===== src/rtl/brt_pkg.sv =====
package brt_pkg;

    typedef enum logic [1:0] {
        KIND_SHORT = 2'd0,
        KIND_LONG  = 2'd1,
        KIND_LINK  = 2'd2,
        KIND_INDIR = 2'd3
    } jump_kind_e;

    typedef struct packed {
        logic z;
        logic s;
        logic cy;
        logic ov;
        logic sat;
    } flags_t;

    // code positions whose meaning the decoder depends on
    localparam logic [2:0] CC_BASE_OV   = 3'd0;
    localparam logic [2:0] CC_BASE_CY   = 3'd1;
    localparam logic [2:0] CC_BASE_Z    = 3'd2;
    localparam logic [2:0] CC_BASE_NH   = 3'd3;
    localparam logic [2:0] CC_BASE_S    = 3'd4;
    localparam logic [2:0] CC_BASE_SPEC = 3'd5;
    localparam logic [2:0] CC_BASE_LT   = 3'd6;
    localparam logic [2:0] CC_BASE_LE   = 3'd7;
    localparam logic [3:0] CC_ALWAYS    = 4'h5;

endpackage


===== src/rtl/brt_cond_eval.sv =====
module brt_cond_eval
    import brt_pkg::*;
(
    input  logic [3:0] cond_i,
    input  flags_t     flags_i,
    output logic       met_o
);

    logic base_term;
    logic lt_term;

    always_comb begin
        lt_term = flags_i.s ^ flags_i.ov;
        unique case (cond_i[2:0])
            CC_BASE_OV:   base_term = flags_i.ov;
            CC_BASE_CY:   base_term = flags_i.cy;
            CC_BASE_Z:    base_term = flags_i.z;
            CC_BASE_NH:   base_term = flags_i.cy | flags_i.z;
            CC_BASE_S:    base_term = flags_i.s;
            CC_BASE_SPEC: base_term = 1'b1;
            CC_BASE_LT:   base_term = lt_term;
            CC_BASE_LE:   base_term = lt_term | flags_i.z;
            default:      base_term = 1'b0;
        endcase
        // upper half negates its partner, except the special slot
        if (cond_i[2:0] == CC_BASE_SPEC) begin
            met_o = cond_i[3] ? flags_i.sat : 1'b1;
        end else begin
            met_o = base_term ^ cond_i[3];
        end
    end

endmodule


===== src/rtl/brt_disp_ext.sv =====
module brt_disp_ext #(
    parameter int HI_W  = 5,
    parameter int LO_W  = 3,
    parameter int OUT_W = 32
) (
    input  logic [HI_W-1:0]  hi_i,
    input  logic [LO_W-1:0]  lo_i,
    output logic [OUT_W-1:0] disp_o
);

    localparam int RAW_W = HI_W + LO_W + 1;
    localparam int PAD_W = OUT_W - RAW_W;

    logic [RAW_W-1:0] raw;

    always_comb begin
        raw    = {hi_i, lo_i, 1'b0};
        disp_o = {{PAD_W{raw[RAW_W-1]}}, raw};
    end

endmodule


===== src/rtl/brt_branch_unit.sv =====
module brt_branch_unit
    import brt_pkg::*;
#(
    parameter int ADDR_W      = 32,
    parameter int SHORT_HI_W  = 5,
    parameter int SHORT_LO_W  = 3,
    parameter int LONG_HI_W   = 6,
    parameter int LONG_LO_W   = 15,
    parameter int SHORT_BYTES = 2,
    parameter int LONG_BYTES  = 4,
    parameter bit REG_OUT     = 1'b1
) (
    input  logic                 clk,
    input  logic                 rst_n,
    input  logic                 op_valid_i,
    input  logic [1:0]           op_kind_i,
    input  logic [3:0]           cond_i,
    input  logic                 flag_z_i,
    input  logic                 flag_s_i,
    input  logic                 flag_cy_i,
    input  logic                 flag_ov_i,
    input  logic                 flag_sat_i,
    input  logic [ADDR_W-1:0]    cur_addr_i,
    input  logic [LONG_HI_W-1:0] disp_hi_i,
    input  logic [LONG_LO_W-1:0] disp_lo_i,
    input  logic [ADDR_W-1:0]    reg_addr_i,
    output logic                 valid_o,
    output logic                 taken_o,
    output logic [ADDR_W-1:0]    next_addr_o,
    output logic                 trap_o,
    output logic                 link_valid_o,
    output logic [ADDR_W-1:0]    link_addr_o
);

    localparam logic [ADDR_W-1:0] STEP_SHORT = ADDR_W'(SHORT_BYTES);
    localparam logic [ADDR_W-1:0] STEP_LONG  = ADDR_W'(LONG_BYTES);

    typedef struct packed {
        logic              valid;
        logic              taken;
        logic              trap;
        logic              link_valid;
        logic [ADDR_W-1:0] next;
        logic [ADDR_W-1:0] link;
    } result_t;

    result_t    res_d;
    result_t    res_q;
    flags_t     flags;
    jump_kind_e kind;
    logic       cond_met;
    logic       self_loop;
    logic [ADDR_W-1:0] short_disp;
    logic [ADDR_W-1:0] long_disp;
    logic [ADDR_W-1:0] seq_addr;

    assign flags = '{z: flag_z_i, s: flag_s_i, cy: flag_cy_i,
                     ov: flag_ov_i, sat: flag_sat_i};
    assign kind  = jump_kind_e'(op_kind_i);

    brt_cond_eval u_cond (
        .cond_i  (cond_i),
        .flags_i (flags),
        .met_o   (cond_met)
    );

    brt_disp_ext #(
        .HI_W  (SHORT_HI_W),
        .LO_W  (SHORT_LO_W),
        .OUT_W (ADDR_W)
    ) u_short_disp (
        .hi_i   (disp_hi_i[SHORT_HI_W-1:0]),
        .lo_i   (disp_lo_i[SHORT_LO_W-1:0]),
        .disp_o (short_disp)
    );

    brt_disp_ext #(
        .HI_W  (LONG_HI_W),
        .LO_W  (LONG_LO_W),
        .OUT_W (ADDR_W)
    ) u_long_disp (
        .hi_i   (disp_hi_i),
        .lo_i   (disp_lo_i),
        .disp_o (long_disp)
    );

    // degenerate form: always-branch with both short fields zero
    assign self_loop = (cond_i == CC_ALWAYS)
                    && (disp_hi_i[SHORT_HI_W-1:0] == '0)
                    && (disp_lo_i[SHORT_LO_W-1:0] == '0);
    assign seq_addr  = cur_addr_i + STEP_SHORT;

    always_comb begin
        res_d = '0;
        if (op_valid_i) begin
            res_d.valid = 1'b1;
            unique case (kind)
                KIND_SHORT: begin
                    if (self_loop) begin
                        res_d.trap = 1'b1;
                        res_d.next = seq_addr;
                    end else if (cond_met) begin
                        res_d.taken = 1'b1;
                        res_d.next  = cur_addr_i + short_disp;
                    end else begin
                        res_d.next  = seq_addr;
                    end
                end
                KIND_LONG: begin
                    res_d.taken = 1'b1;
                    res_d.next  = cur_addr_i + long_disp;
                end
                KIND_LINK: begin
                    res_d.taken      = 1'b1;
                    res_d.next       = cur_addr_i + long_disp;
                    res_d.link_valid = 1'b1;
                    res_d.link       = cur_addr_i + STEP_LONG;
                end
                KIND_INDIR: begin
                    res_d.taken = 1'b1;
                    res_d.next  = {reg_addr_i[ADDR_W-1:1], 1'b0};
                end
                default: res_d = '0;
            endcase
        end
    end

    generate
        if (REG_OUT) begin : g_reg
            always_ff @(posedge clk or negedge rst_n) begin
                if (!rst_n) begin
                    res_q <= '0;
                end else begin
                    res_q <= res_d;
                end
            end

            p_latency_r9: assert property (@(posedge clk) disable iff (!rst_n)
                op_valid_i |=> valid_o);

            p_fallthrough_r4: assert property (@(posedge clk) disable iff (!rst_n)
                (op_valid_i && kind == KIND_SHORT) |=>
                    (taken_o || next_addr_o == $past(cur_addr_i) + STEP_SHORT));

            p_link_addr_r7: assert property (@(posedge clk) disable iff (!rst_n)
                (op_valid_i && kind == KIND_LINK) |=>
                    (link_addr_o == $past(cur_addr_i) + STEP_LONG));
        end else begin : g_comb
            assign res_q = rst_n ? res_d : '0;
        end
    endgenerate

    assign valid_o      = res_q.valid;
    assign taken_o      = res_q.taken;
    assign next_addr_o  = res_q.next;
    assign trap_o       = res_q.trap;
    assign link_valid_o = res_q.link_valid;
    assign link_addr_o  = res_q.link;

    p_trap_blocks_r5: assert property (@(posedge clk) disable iff (!rst_n)
        trap_o |-> !taken_o);

    p_idle_quiet_r9: assert property (@(posedge clk) disable iff (!rst_n)
        !valid_o |-> (!taken_o && !trap_o && !link_valid_o));

    p_link_taken_r7: assert property (@(posedge clk) disable iff (!rst_n)
        link_valid_o |-> (taken_o && valid_o));

endmodule


===== config.mk =====
export PLATFORM = sky130hd
export DESIGN_NAME = brt_branch_unit
export DESIGN_NICKNAME = d
export VERILOG_FILES = /design/src/rtl/brt_pkg.sv /design/src/rtl/brt_cond_eval.sv /design/src/rtl/brt_disp_ext.sv /design/src/rtl/brt_branch_unit.sv
export SDC_FILE = /design/constraint.sdc
export NUM_CORES = 1
export LEC_CHECK = 0
export CORE_AREA = 3 3 182 95
export DETAILED_ROUTE_END_ITERATION = 8
export DIE_AREA = 0 0 185 98
export GPL_ROUTABILITY_DRIVEN = 0
export PLACE_DENSITY_LB_ADDON = 0.1
export SLEW_MARGIN = 5
export SYNTH_ARGS = -nofsm -noshare
export SYNTH_HDL_FRONTEND = slang
export SYNTH_SLANG_ARGS = --single-unit

===== constraint.sdc =====
create_clock -name clk -period 1.3 [get_ports clk]
set_clock_uncertainty 0.2 [all_clocks]
set_input_delay 0.26 -clock clk [delete_from_list [all_inputs] [get_ports clk]]
set_output_delay 0.26 -clock clk [all_outputs]
set_load 0.02 [all_outputs]

==> impl_metrics.yaml, run 1 <==
synthesis:
  synth_cell_types: 82
  synthCells: 884
  ys_seq_area_share_pct: 24.0
  synth.area.top_cells: "dfrtp_1, ha_1, xnor2_1, nand2_1, xor2_1"
  synth-seq-cells: 68
  synth_top_area_cell: "dfrtp_1"
  syn_area_per_cell_um2: 8.01
  synth-edff-count: 0
  yosysWarnings: 0
  synth.most_common_cell: "nand2_1"
  synth_top_cell_area_share_pct: 24.0
  async_flop_share_pct: 100
  netlist_area_um2: 7080
  yosys-top-cells-count: "nand2_1, nor2_1, dfrtp_1, a21oi_1, ha_1"
  synthFlopType: "dfrtp_1"
  syn_nets: 1046
global_route:
  grt-ovfl-total: 30
  grt_max_degree: 69
  track_usage_pct: 72.2
die:
  die_y_um: 98
  ioPinCount: 167
  core.rowCount: 32
  dieWidth_um: 185
  initial_utilization_pct: 45.6
clock_network:
  ctsRootBufferMaster: "clkbuf_16"
  h-tree-depth: 3
  cts_buffers: 9
  cts_sinks: 68
  cts_buffer_depth: 2
placement:
  hpwl_mm: 22.7
  preCtsSetupSlack_ns: -2.25
  dp.cells: 1498
  io_buffer_count: 165
timing:
  endpoint_type: "register input"
  grt_worst_setup_endpoint: "next_addr_o[27]$_DFF_PN0_/D"
status:
  status: "stopped before the end"
  error_line: "[ERROR GRT-0232] Routing congestion too high. Check the congestion heatmap in the GUI."
  haltStage: "global routing"
==> kinds of logic after synthesis <==
| kind of cell | after synthesis | synth area share (%) |
|---|---|---|
| flops | 68 | 24.0 |
| buf+inv | 64 | 3.89 |
| mux | 12 | 1.80 |
| xor+xnor | 95 | 11.7 |
| compound gates | 258 | 25.5 |
| fa+ha+maj | 63 | 11.2 |
| simple gates | 324 | 21.8 |
==> per-stage QoR <==
stage	TNS (ns)	instance area [um^2]	util, %	hold WS, ns
global placement	-104.02	11500	74.3	0.109
CTS	-48.68	13700	88.5	0.138
detailed placement	-106.62	11500	74.3	0.120
floorplan	-35.87	7650	-	-0.236
==> per-layer routing <==
metal | GRT overflow | GRT usage, %
met1 | 0 | 72.6
met2 | 17 | 85.3
met5 | 0 | 28.8
met3 | 0 | 61.8
met4 | 13 | 69.8
==> repair_timing <==
| item | in CTS |
|---|---|
| hold buffers | 1 |
| endpoints found under the setup margin | 135 |
| buffers inserted | 72 |
| gates cloned | 4 |
| hold endpoints to repair | 68 |
| pin swaps | 134 |
| gates resized for setup | 811 |
==> run 2: changes to the inputs <==
--- a/config.mk
+++ b/config.mk
@@ -5,11 +5,11 @@
 export SDC_FILE = /design/constraint.sdc
 export NUM_CORES = 1
 export LEC_CHECK = 0
-export CORE_AREA = 3 3 182 95
+export CORE_AREA = 3 3 158 160
 export DETAILED_ROUTE_END_ITERATION = 8
-export DIE_AREA = 0 0 185 98
+export DIE_AREA = 0 0 161 163
 export GPL_ROUTABILITY_DRIVEN = 0
-export PLACE_DENSITY_LB_ADDON = 0.1
+export PLACE_DENSITY_LB_ADDON = 0.15
 export SLEW_MARGIN = 5
 export SYNTH_ARGS = -nofsm -noshare
 export SYNTH_HDL_FRONTEND = slang
==> run 2 against run 1 <==
Compared with the run above: the flow now finishes, with violations (setup timing); synthesized area is the same; synthesized cell count is the same.
==> impl_metrics.yaml, run 2 <==
final_layout:
  n_antenna_cell: 0
  nets: 1577
  final_cell_mix: "buf_4, buf_6, nand2_1, dfrtp_1, nor2_1"
  drive_gt1_share_pct: 57.4
  layout_commonest_cell: "buf_4"
  fin_area_um2: 14800
  ff_latch_area_um2: 1700
  syn_to_final_growth_pct: 108
  fillers: 1934
  multi_input_area_um2: 7080
critical_path:
  critPathMaxFanout: 7
  cp-end-kind: "flop"
  crit_path_end: "next_addr_o[31]$_DFF_PN0_"
  arrival_ns: 2.75
  startpoint: "disp_hi_i[4]"
  crit_required_ns: 1.33
  cp-start-kind: "primary input"
  path_class: "primary input to flop"
clock_network:
  cts_sinks: 68
  cts_buffers: 9
  clkTransAtPathRegs_ns: 0.06
  cts_buffer_depth: 2
  cts_tree: "yes"
  ctsRootBufferMaster: "clkbuf_16"
  h-tree-depth: 3
synthesis:
  synthCells: 884
  synth-seq-cells: 68
  ys_seq_area_share_pct: 24.0
  yosysWarnings: 0
  yosys-top-cells-count: "nand2_1, nor2_1, dfrtp_1, a21oi_1, ha_1"
  synth.most_common_cell: "nand2_1"
  synthFlopType: "dfrtp_1"
  synth.area.top_cells: "dfrtp_1, ha_1, xnor2_1, nand2_1, xor2_1"
  netlist_area_um2: 7080
  synth_top_area_cell: "dfrtp_1"
  synth-edff-count: 0
  syn_area_per_cell_um2: 8.01
  syn_nets: 1046
  synth_top_cell_area_share_pct: 24.0
  async_flop_share_pct: 100
  synth_cell_types: 82
timing:
  hold_viol: 0
  rsz0062_at_grt: "yes"
  finalCritPeriodShare_pct: 209
  setup_violations: 108
  whs_ns: 0.109
  slew_violations: 0
  postLayoutSetupSlackWorst_ns: -1.41
  post-route-min-period_ns: 2.71
  worst_slew_pin_slew_ns: 0.554
  slew_headroom_pct: 62.7
  max_freq_ghz: 0.369
drt:
  drt_wl_total_mm: 34.9
  wl_per_cell_um: 20.1
  post-route-drc-count: 0
  viasPerCell: 5.30
  ant_nets: 0
  drt-initial-drc-count: 737
  firstDrtPassIters: 6
  vias: 9216
die:
  die_y_um: 163
  die_area_um2: 26200
  core.rowCount: 56
  coreArea_um2: 23500
  initial_utilization_pct: 30.1
  dieWidth_um: 161
  ioPinCount: 167
placement:
  hpwl_mm: 25.4
  placed_area_um2: 11800
  io_buffer_count: 165
global_route:
  grt_pass1_vias: 9011
  grt-ovfl-total: 0
  gr-usage-met2_pct: 39.6
  track_usage_pct: 24.9
  grt_max_degree: 69
  grt.met1_usage_pct: 34.7
  busiest_layer: "met2"
  use_met3_pct: 4.45
  antenna_found_initial: 0
  grt_pass1_wl_mm: 50.7
status:
  status: "complete, but fails checks"
  violations: "setup timing"
power_and_ir_drop:
  power.static_leakage_nw: 6.53
  p_per_area_nw_per_um2: 732
  peakVddDrop_v: 0.000581
job:
  drv_cap: 0
worst_hold_path:
  min_path_cells: 5
  hold_class: "primary input to flop"
-- run 2: cell counts after synthesis --
No cell type changed its count.
-- run 2: how the worst min path moves through the flow --
stage / from / to / slack [ns]
2_1_floorplan: rst_n / link_addr_o[0]$_DFF_PN0_ / -0.24
3_3_place_gp: rst_n / next_addr_o[9]$_DFF_PN0_ / 0.12
3_5_place_dp: rst_n / next_addr_o[9]$_DFF_PN0_ / 0.12
4_1_cts: cur_addr_i[4] / link_addr_o[4]$_DFF_PN0_ / 0.15
5_1_grt: disp_lo_i[2] / trap_o$_DFF_PN0_ / 0.12
6_report: disp_lo_i[2] / trap_o$_DFF_PN0_ / 0.11
-- run 2: what timing repair did --
action                     4_1_cts  5_1_grt
gates resized for setup        880      167
hold buffers                     1        0
pin swaps                      165      129
setup buffers                   67       52
hold endpoints to repair        68        0
setup endpoints to repair      135      131
gates cloned                     3        1
-- run 2: worst max-delay path, stage by stage --
cell and delay (ns):
buf_12 0.12, buf_12 0.15, ha_4 0.26, and3_4 0.16, and3_4 0.18, a21bo_4 0.18
nand4b_1 0.13, a221o_2 0.42, buf_6 0.13, o311a_4 0.33, nor3_4 0.21, or4b_1 0.15
o211ai_2 0.07
-- run 2: area by class of cell --
class	count	area share [%]
Multi-Input combinational cell	752	48.0
Timing Repair Buffer	563	35.4
Sequential cell	68	11.5
Tap cell	319	2.70
Clock buffer	10	1.55
Inverter	21	0.610
Clock inverter	5	0.203
-- run 2: report_power, final --
| part | internal, mW | leakage, nW | total [mW] | switching (mW) |
|---|---|---|---|---|
| Clock | 1.27 | 0.124 | 2.25 | 0.983 |
| Sequential | 2.26 | 0.904 | 2.36 | 0.0958 |
| Combinational | 3.17 | 5.50 | 6.19 | 3.03 |
| Total | 6.70 | 6.53 | 10.8 | 4.11 |
-- run 2: cells by family after synthesis --
logic type / Yosys count / share of synthesized area, %
flip-flops: 68 / 24.0
XOR/XNOR: 95 / 11.7
buffers and inverters: 64 / 3.89
adder cells (fa/ha/maj): 63 / 11.2
AO/OA/AOI/OAI: 258 / 25.5
AND/OR/NAND/NOR: 324 / 21.8
multiplexers: 12 / 1.80
-- run 2: metal layers --
metal / vias up / wire length, um / part of all wire [%]
met4: 0 / 924 / 2.6
met3: 54 / 2820 / 8.1
met2: 394 / 16100 / 46
met5: - / 0 / 0
li1: 4315 / - / -
met1: 4453 / 15000 / 43
-- run 2: metrics by stage --
step                setup slack [ns]  utilization (%)  total power [mW]  TNS [ns]  instances
global placement               -2.26             50.2              6.96   -103.99       1635
CTS                            -1.46             59.6              10.3    -44.37       1707
floorplan                      -1.40                -              4.63    -35.87        884
finish                         -1.41             62.7              10.8    -44.99       1738
global route                   -1.49             62.7              11.3    -50.31       1738
detailed placement             -2.22             50.2              6.97   -104.06       1635
No activity file was read; power rests on OpenSTA's default activity.
==> run 3: changes to the inputs <==
--- a/config.mk
+++ b/config.mk
@@ -5,12 +5,13 @@
 export SDC_FILE = /design/constraint.sdc
 export NUM_CORES = 1
 export LEC_CHECK = 0
-export CORE_AREA = 3 3 158 160
+export CORE_AREA = 3 3 169 171
 export DETAILED_ROUTE_END_ITERATION = 8
-export DIE_AREA = 0 0 161 163
+export DIE_AREA = 0 0 172 174
 export GPL_ROUTABILITY_DRIVEN = 0
 export PLACE_DENSITY_LB_ADDON = 0.15
 export SLEW_MARGIN = 5
 export SYNTH_ARGS = -nofsm -noshare
 export SYNTH_HDL_FRONTEND = slang
+export SYNTH_HIERARCHICAL = 1
 export SYNTH_SLANG_ARGS = --single-unit
==> run 3 against run 2 <==
Compared with the run above: clock power is 20% higher; first-iteration DRC count is 0.54% higher; utilization is 3.8 points lower; the run still ends with setup timing left; sequential power hardly changed; fmax is 9.1% higher; global-route usage is 1.1 points lower; routed wire length is 7.2% higher; clock-buffer cell count is 2 higher; die area is 14% higher; synthesized cell count is 16% higher; non-clock buffer count is 34 higher; worst hold slack worse by 0.063 ns.
==> impl_metrics.yaml, run 3 <==
status:
  status: "complete, but fails checks"
  violations: "setup timing"
final_layout:
  fin_util_pct: 58.9
  layout_commonest_cell: "buf_4"
  ff_latch_area_um2: 1700
  final_cell_mix: "buf_4, buf_6, nand2_1, dfrtp_1, nor2_1"
  n_antenna_cell: 0
  fin_area_um2: 15900
  fillers: 2287
  syn_to_final_growth_pct: 97.1
  drive_gt1_share_pct: 59.0
  nets: 1694
  multi_input_area_um2: 7940
die:
  die_y_um: 174
  coreArea_um2: 27000
  initial_utilization_pct: 29.9
  ioPinCount: 167
  core.rowCount: 60
  dieWidth_um: 172
  die_area_um2: 29900
synthesis:
  yosys.area_share.xor_xnor_pct: 9.43
  async_flop_share_pct: 100
  synth_top_family_by_area: "compound AO/OA/AOI/OAI gates"
  yosysWarnings: 6
  synth_cell_types: 77
  synth-edff-count: 0
  synth_mux_area_share_pct: 1.27
  synth_fa_ha_area_share_pct: 11.0
  synth_top_area_cell: "dfrtp_1"
  syn_nets: 1196
  synth-seq-cells: 68
  synth_top_cell_area_share_pct: 21.0
  synthFlopType: "dfrtp_1"
  ys_seq_area_share_pct: 21.0
  synth.area.top_cells: "dfrtp_1, ha_1, xnor2_1, buf_4, a21oi_1"
  synth.most_common_cell: "nand2_1"
  synth_compound_area_share_pct: 26.3
  netlist_area_um2: 8080
  synthSimpleGateAreaFrac_pct: 21.4
  yosys-top-cells-count: "nand2_1, a21oi_1, dfrtp_1, ha_1, nor2_1"
  syn_area_per_cell_um2: 7.87
  synthCells: 1027
drt:
  firstDrtPassIters: 5
  post-route-drc-count: 0
  vias: 9974
  drt_wl_total_mm: 37.4
  drt-initial-drc-count: 741
  ant_nets: 0
  wl_per_cell_um: 20.0
  viasPerCell: 5.33
critical_path:
  startpoint: "cond_i[1]"
  cp-start-kind: "primary input"
  arrival_ns: 2.55
  crit_required_ns: 1.37
  cp-end-kind: "flop"
  path_class: "primary input to flop"
  critPathMaxFanout: 5
global_route:
  grt-ovfl-total: 0
  grt_pass1_vias: 9850
  busiest_layer: "met2"
  grt.met1_usage_pct: 34.2
  grt_max_degree: 69
  antenna_found_initial: 0
  gr-usage-met2_pct: 37.6
  grt_pass1_wl_mm: 55.7
  track_usage_pct: 23.8
  use_met3_pct: 3.59
power_and_ir_drop:
  peakVddDrop_v: 0.000624
  p_sw_share_pct: 37.6
  p_sw_mw: 4.46
  comb_power_share_pct: 57.5
  seqPwrFrac_pct: 19.8
  clockPowerShare_pct: 22.7
  p_per_area_nw_per_um2: 744
  power.internal_mw: 7.39
  power.static_leakage_nw: 7.01
clock_network:
  cts_sinks: 68
  ctsRootBufferMaster: "clkbuf_16"
  cts_tree: "yes"
  cts_buffer_depth: 2
  cts_buffers: 9
  clkTransAtPathRegs_ns: 0.07
  h-tree-depth: 3
worst_hold_path:
  hold_class: "primary input to flop"
  min_delay_worst_endpoint: "trap_o$_DFF_PN0_"
  hp-start: "disp_lo_i[0]"
  min_path_cells: 3
timing:
  slew_headroom_pct: 60.3
  slew_violations: 0
  post-route-min-period_ns: 2.49
  finalCritPeriodShare_pct: 191
  postLayoutSetupSlackWorst_ns: -1.19
  hold_viol: 0
  max_freq_ghz: 0.402
  setup_violations: 84
  whs_ns: 0.0462
  worst_slew_pin_slew_ns: 0.596
  rsz0062_at_grt: "yes"
placement:
  placed_area_um2: 12900
  hpwl_mm: 28.4
  io_buffer_count: 165
  preCtsSetupSlack_ns: -2.20
job:
  drv_cap: 0
-- run 3: cell count changes in the layout (fill, tap and decap cells not counted), sizes merged, moves of 8 or more --
cell	delta
nand2	-15
buf	+42
a211oi	+10
inv	+8
nor2	-14
a21oi	+17
o21ai	+19
-- run 3: metal layers --
layer	wire length (um)	share of wire (%)
met5	0	0
met4	766	2.0
met3	2480	6.6
met2	17300	46
met1	16900	45
-- run 3: cell families after synthesis --
| kind of cell | Yosys count |
|---|---|
| compound gates | 313 |
| xor+xnor | 87 |
| fa+ha+maj | 70 |
| buf+inv | 139 |
| flops | 68 |
| mux | 10 |
| other cells | 2 |
| simple gates | 338 |
-- run 3: repair_timing --
| item | in CTS | in global routing |
|---|---|---|
| setup endpoints to repair | 134 | 131 |
| hold buffers | 1 | 0 |
| endpoints found under the hold margin | 68 | 0 |
| pin swaps | 169 | 127 |
| buffers inserted | 69 | 41 |
| gates cloned | 4 | 0 |
| gates resized for setup | 889 | 206 |
-- run 3: worst max path at each step --
| stage | end |
|---|---|
| after floorplan | next_addr_o[20]$_DFF_PN0_ |
| after global placement | next_addr_o[18]$_DFF_PN0_ |
| after detailed placement | next_addr_o[18]$_DFF_PN0_ |
| after CTS | next_addr_o[28]$_DFF_PN0_ |
| after global routing | next_addr_o[28]$_DFF_PN0_ |
| final | next_addr_o[28]$_DFF_PN0_ |
-- run 3: cell type report --
class / instances / area share [%]
Multi-Input combinational cell: 820 / 49.9
Timing Repair Buffer: 597 / 34.0
Tap cell: 341 / 2.68
Clock inverter: 4 / 0.346
Inverter: 29 / 0.746
Clock buffer: 12 / 1.67
Sequential cell: 68 / 10.7
-- run 3: through the flow --
step,TNS [ns],cells,power (mW)
after global routing,-48.02,1871,12.4
after global placement,-102.96,1759,7.55
after detailed placement,-104.18,1759,7.56
after floorplan,-37.35,1027,5.12
final,-44.19,1871,11.9
after CTS,-43.34,1846,11.3
-- run 3: critical path, cell delays in order --
cell and delay [ns]:
buf_8 0.10, nor2b_4 0.12, a2111oi_4 0.37, o21ba_1 0.18, a221o_1 0.19, o31ai_4 0.16, and3_4 0.22, a311oi_4 0.38
nand3b_1 0.13, mux2_4 0.30, a21oi_4 0.13
-- run 3: power groups by stage --
stage / combinational (mW) / clock [mW] / sequential [mW]
finish: 6.82 / 2.69 / 2.34
global route: 7.23 / 2.82 / 2.35
CTS: 6.18 / 2.73 / 2.34
detailed placement: 5.21 / 0 / 2.35
global placement: 5.20 / 0 / 2.35
floorplan: 2.60 / 0 / 2.53
